===== src/rtl/flat_ap_router.sv =====
module flat_ap_router #(
  parameter int LEN_W = 4,
  parameter int MT_W  = 2
) (
  input  logic             clk,
  input  logic             rst_n,
  input  logic [63:0]      ptr,
  input  logic [LEN_W-1:0] len_m1,
  input  logic             mode_atc,
  input  logic             mode_p32,
  input  logic [47:0]      shr_base,
  input  logic [47:0]      shr_lim,
  input  logic [47:0]      prv_base,
  input  logic [47:0]      prv_lim,
  input  logic [47:0]      gvm_base,
  input  logic [47:0]      gvm_lim,
  input  logic [47:0]      spr_base,
  input  logic [47:0]      spr_lim,
  input  logic [MT_W-1:0]  gvm_mt,
  input  logic [MT_W-1:0]  spr_mt,
  input  logic [MT_W-1:0]  dflt_mt,
  output logic [1:0]       cls,
  output logic [47:0]      xl_addr,
  output logic             xl_atc,
  output logic [MT_W-1:0]  mt,
  output logic             viol
);

  typedef enum logic [2:0] {RG_DFLT, RG_SHR, RG_PRV, RG_GVM, RG_SPR, RG_HOLE} rg_t;

  logic hsa64, hsa32;
  assign hsa64 = mode_atc & ~mode_p32;
  assign hsa32 = mode_atc & mode_p32;

  function automatic logic inside_win(input logic [63:0] a, input logic [47:0] b, input logic [47:0] l);
    return (a >= {b, 16'h0000}) && (a <= {l, 16'hFFFF});
  endfunction

  function automatic logic hit32(input logic [63:0] a, input logic [47:0] b);
    return (b[15:0] != 16'h0) && (a[31:16] == b[15:0]);
  endfunction

  function automatic rg_t region(input logic [63:0] a);
    logic shr_h, prv_h, gap;
    shr_h = hsa32 ? hit32(a, shr_base) : inside_win(a, shr_base, shr_lim);
    prv_h = hsa32 ? hit32(a, prv_base) : inside_win(a, prv_base, prv_lim);
    gap   = !hsa32 && !((a[63:47] == 17'h0) || (a[63:47] == 17'h1FFFF));
    if (shr_h)                                     return RG_SHR;
    else if (prv_h)                                return RG_PRV;
    else if (inside_win(a, gvm_base, gvm_lim))     return RG_GVM;
    else if (hsa64 && inside_win(a, spr_base, spr_lim)) return RG_SPR;
    else if (gap)                                  return RG_HOLE;
    else                                           return RG_DFLT;
  endfunction

  logic [63:0] a_first, a_last;
  logic [31:0] last32;
  rg_t         rg_first, rg_last;
  logic        bad;

  assign last32  = ptr[31:0] + {{(32-LEN_W){1'b0}}, len_m1};
  assign a_first = hsa32 ? {32'h0, ptr[31:0]} : ptr;
  assign a_last  = hsa32 ? {32'h0, last32} : ptr + {{(64-LEN_W){1'b0}}, len_m1};
  assign rg_first = region(a_first);
  assign rg_last  = region(a_last);
  assign bad      = (rg_first == RG_HOLE) || (rg_first != rg_last);

  logic [1:0]      cls_d;
  logic [47:0]     addr_d;
  logic            atc_d;
  logic [MT_W-1:0] mt_d;

  always_comb begin
    cls_d  = 2'b00;
    addr_d = '0;
    atc_d  = 1'b0;
    mt_d   = '0;
    if (bad) begin
      cls_d = 2'b11;
    end else begin
      case (rg_first)
        RG_SHR: cls_d = 2'b01;
        RG_PRV: cls_d = 2'b10;
        RG_GVM: begin
          addr_d = a_first[47:0] - {gvm_base[31:0], 16'h0000};
          mt_d   = gvm_mt;
        end
        RG_SPR: begin
          addr_d = a_first[47:0];
          atc_d  = 1'b1;
          mt_d   = spr_mt;
        end
        default: begin
          addr_d = a_first[47:0];
          atc_d  = mode_atc;
          mt_d   = dflt_mt;
        end
      endcase
    end
  end

  always_ff @(posedge clk) begin
    if (!rst_n) begin
      cls     <= 2'b00;
      xl_addr <= '0;
      xl_atc  <= 1'b0;
      mt      <= '0;
      viol    <= 1'b0;
    end else begin
      cls     <= cls_d;
      xl_addr <= addr_d;
      xl_atc  <= atc_d;
      mt      <= mt_d;
      viol    <= bad;
    end
  end

endmodule



===== config.mk =====
export PLATFORM = sky130hd
export DESIGN_NAME = flat_ap_router
export DESIGN_NICKNAME = d
export VERILOG_FILES = /design/src/rtl/flat_ap_router.sv
export SDC_FILE = /design/constraint.sdc
export NUM_CORES = 1
export LEC_CHECK = 0
export BUFFER_PORTS_ARGS = -buffer_cell sky130_fd_sc_hd__buf_2
export CAP_MARGIN = 15
export CORE_MARGIN = 2
export CORE_UTILIZATION = 62
export CTS_CLUSTER_DIAMETER = 30
export DETAILED_ROUTE_END_ITERATION = 7
export MAX_ROUTING_LAYER = met4
export PLACE_DENSITY = 0.95
export RECOVER_POWER = 50
export SYNTH_ARGS = -nofsm -noshare
export SYNTH_HDL_FRONTEND = slang
export SYNTH_SLANG_ARGS = --single-unit

===== constraint.sdc =====
create_clock -name clk -period 13.7 [get_ports clk]
set_input_delay 0 -clock clk [delete_from_list [all_inputs] [get_ports clk]]
set_output_delay 0 -clock clk [all_outputs]
set_load 0.05 [all_outputs]

==> impl_metrics.toml <==
[outcome]
status = "finished, violations left"
violations = "max-capacitance violations"

[clocking]
clkSinkCount = 54
cts_hold_buf = 12
cts_buffers = 5
cts_root_buf = "clkbuf_16"
tritoncts = "built"
h-tree-depth = 2
cts-resized-gates = 0
postCtsSetupBuffers = 0
clockBufferDepth = 2
path_clk_slew_ns = 0.08

[power]
p_per_area_nw_per_um2 = 48.49
leakage_nw = 14.53
ir_drop_mv = 0.05707
finalPower_mw = 1.314

[synth]
synth-edff-count = 0
ys_top_cells_by_area = "ha_1 (41%), inv_1 (6.8%), a21oi_1 (5.3%), dfxtp_1 (4.6%), nand4_1 (4.0%)"
syn_nets = 4369
yosysTopAreaCell = "ha_1"
syn-instance-count = 3133
synth_area_um2 = 23520
ys.flop_type = "dfxtp_1"
async_flop_share_pct = 0
synth_seq_cells = 54
seq_area_frac_synth_pct = 4.596
avgSynthCellArea_um2 = 7.508
yosysWarnings = 0
synth_top_area_share_pct = 41.07
yosysUniqueCellTypes = 83

[floorplan]
die_y_um = 198.8
start_util_pct = 62.74
dieArea_um2 = 39510
rows = 71
ios = 516
core_area_um2 = 37490
die_width_um = 198.8

[finish]
fin_nets = 4892
multiInputGateArea_um2 = 20670
fin_util_pct = 72.27
area_growth_syn_to_layout_pct = 15.19
num-fill-cells = 3189
drive_above_1_share_pct = 14.71
regArea_um2 = 1081

[sta]
tns_ns = 0
setup-violations-final = 0
fin_crit_sh_pct = 57.67
fin_hold_ws_ns = 0.0002991
slew_headroom_pct = 0.3025
max_freq_mhz = 126.6
hold_viol = 0
finalCriticalPeriod_ns = 7.901
worst_slack_ns = 5.799
grt_setup_unrepaired = "no"
slew_violations = 0
tightest_slew_ns = 1.484

[placed_design]
numPortBuffers = 515
dpl.hpwl_um = 86450
pre_cts_ws_ns = 6.318
finalWeightedCongestion = 1.145

[critical_path]
path_buf_inv = 2
cp_max_fo = 51
critPathLaunchType = "input pin"
slowest_delay_ns = 0.99
cp_top_family = "simple AND/OR/NAND/NOR gates"
slowest_stage = "nor4_1"
crit_required_ns = 13.89
path_cells = "dlygate4sd3_1 > buf_2 > ha_1 > o21ai_0 > o21bai_1 > nand4_1 > or4_1 > a21oi_1 > ha_1 > nand4_1 > nor4_1 > nand3_1 > nor2_1 > o31ai_1 > o22a_1 > or2_2 > or4_1 > and4_2 > nor4b_1"
arrival_ns = 8.09
crit_path_end_kind = "flip-flop"
startpoint = "ptr[3]"
path_class = "in2reg"
critPathCapture = "xl_addr[17]"
crit_cells = 19

[routing]
finalWirelength_um = 104500
wl_per_cell_um = 24.87
drc_errors = 0
via_count = 28490
antenna_left = 0
dr.first_iter.drc_count = 3076
vias_per_cell = 6.782
dr.pass1.iters = 6

[global_route]
antenna_found_initial = 27
grt_max_degree = 52
grt_pass1_wl_um = 153300
grt_overflow = 0
grt_pass1_vias = 26970
grt_usage_pct = 52.88

[worst_hold_path]
min_path_type = "in2reg"

[flow_run]
max_cap_viol_count = 1
-- state kept, by name, indices dropped and copies added, names as in the netlist --
| name | count |
|---|---|
| mt | 2 |
| xl_atc | 1 |
| xl_addr | 48 |
| cls | 2 |
| viol | 1 |
-- power by group --
part,leakage [nW],internal [mW],total [mW],switching [mW]
clock network,0.0761,0.0701,0.140,0.0702
logic,14.0,0.366,1.00,0.638
registers,0.437,0.165,0.169,0.00442
total,14.5,0.601,1.31,0.713
-- worst min path at each step --
stage	slack, ns	start	end	depth (start not counted)
after global placement	0.27	ptr[0]	xl_addr[0]	3
final	0.0003	ptr[45]	xl_addr[45]	3
after global routing	0.008	ptr[7]	xl_addr[7]	3
after floorplan	0.12	ptr[0]	xl_addr[0]	2
after CTS	0.002	ptr[10]	xl_addr[10]	3
after detailed placement	0.27	ptr[0]	xl_addr[0]	3
-- synth_stat cells, drive strengths merged, types with 8 or more instances --
master,count
and2,42
inv,429
nor4b,16
o21a,20
xnor2,37
ha,772
a31oi,26
a211o,8
nand3,104
dfxtp,54
o21bai,15
nor2,169
o221ai,8
o31ai,11
mux2i,12
a211oi,51
a41oi,9
nand2,194
o211ai,35
nand2b,10
nor4,44
a221o,8
o31a,8
nor3,95
a221oi,10
buf,16
and4,21
nand4,151
a21oi,250
o21ai,157
or3,17
xor2,28
clkbuf,26
a21boi,9
or4,19
nor2b,23
o2111ai,9
a21o,96
and3,23
a2111oi,16
a22oi,20
-- final cells by class --
type / count / area share, %
clock inverter: 3 / 0.1062
tap: 511 / 2.360
multi-input combinational: 2608 / 76.28
antenna: 33 / 0.3048
inverter: 429 / 5.943
timing repair buffer: 558 / 10.56
sequential: 54 / 3.990
clock buffer: 5 / 0.4618
-- stage by stage --
step / cells / area, um2
after floorplan: 3133 / 23520
after detailed placement: 4146 / 26790
after CTS: 4166 / 27070
final: 4201 / 27090
after global routing: 4195 / 27080
after global placement: 4146 / 26790
-- cells in the final DEF (no fill, tap or decap), drive strengths merged, types with 26 or more instances in the layout --
cell	count
nor2	169
nand3	104
ha	772
and2	42
a211oi	51
diode	33
xor2	28
buf	491
o211ai	35
inv	430
dfxtp	54
nor4	44
clkbuf	60
o21ai	157
a31oi	26
nand2	194
nand4	151
xnor2	37
a21oi	250
a21o	96
nor3	95
-- kinds of logic (layout without fill, tap and decap cells) --
family                   count (synthesis)  after routing  share of synthesized area (%)
AO/OA/AOI/OAI                          804            804                          21.92
XOR/XNOR                                65             65                          2.420
adder cells (fa/ha/maj)                774            774                          41.24
buffers and inverters                  471            995                          7.708
flip-flops                              54             54                          4.596
multiplexers                            12             12                         0.5107
other                                    0             33                              0
AND/OR/NAND/NOR                        953            953                          21.61
-- layer usage --
| metal | GRT usage (%) | wire length (um) | vias up |
|---|---|---|---|
| met2 | 76.55 | 42070 | 2209 |
| met1 | 58.77 | 36620 | 12790 |
| met3 | 16.89 | 14860 | 643 |
| met5 | - | 0 | - |
| met4 | 45.27 | 10920 | 0 |
| li1 | - | - | 12850 |
No activity file was read; power rests on OpenSTA's default activity.
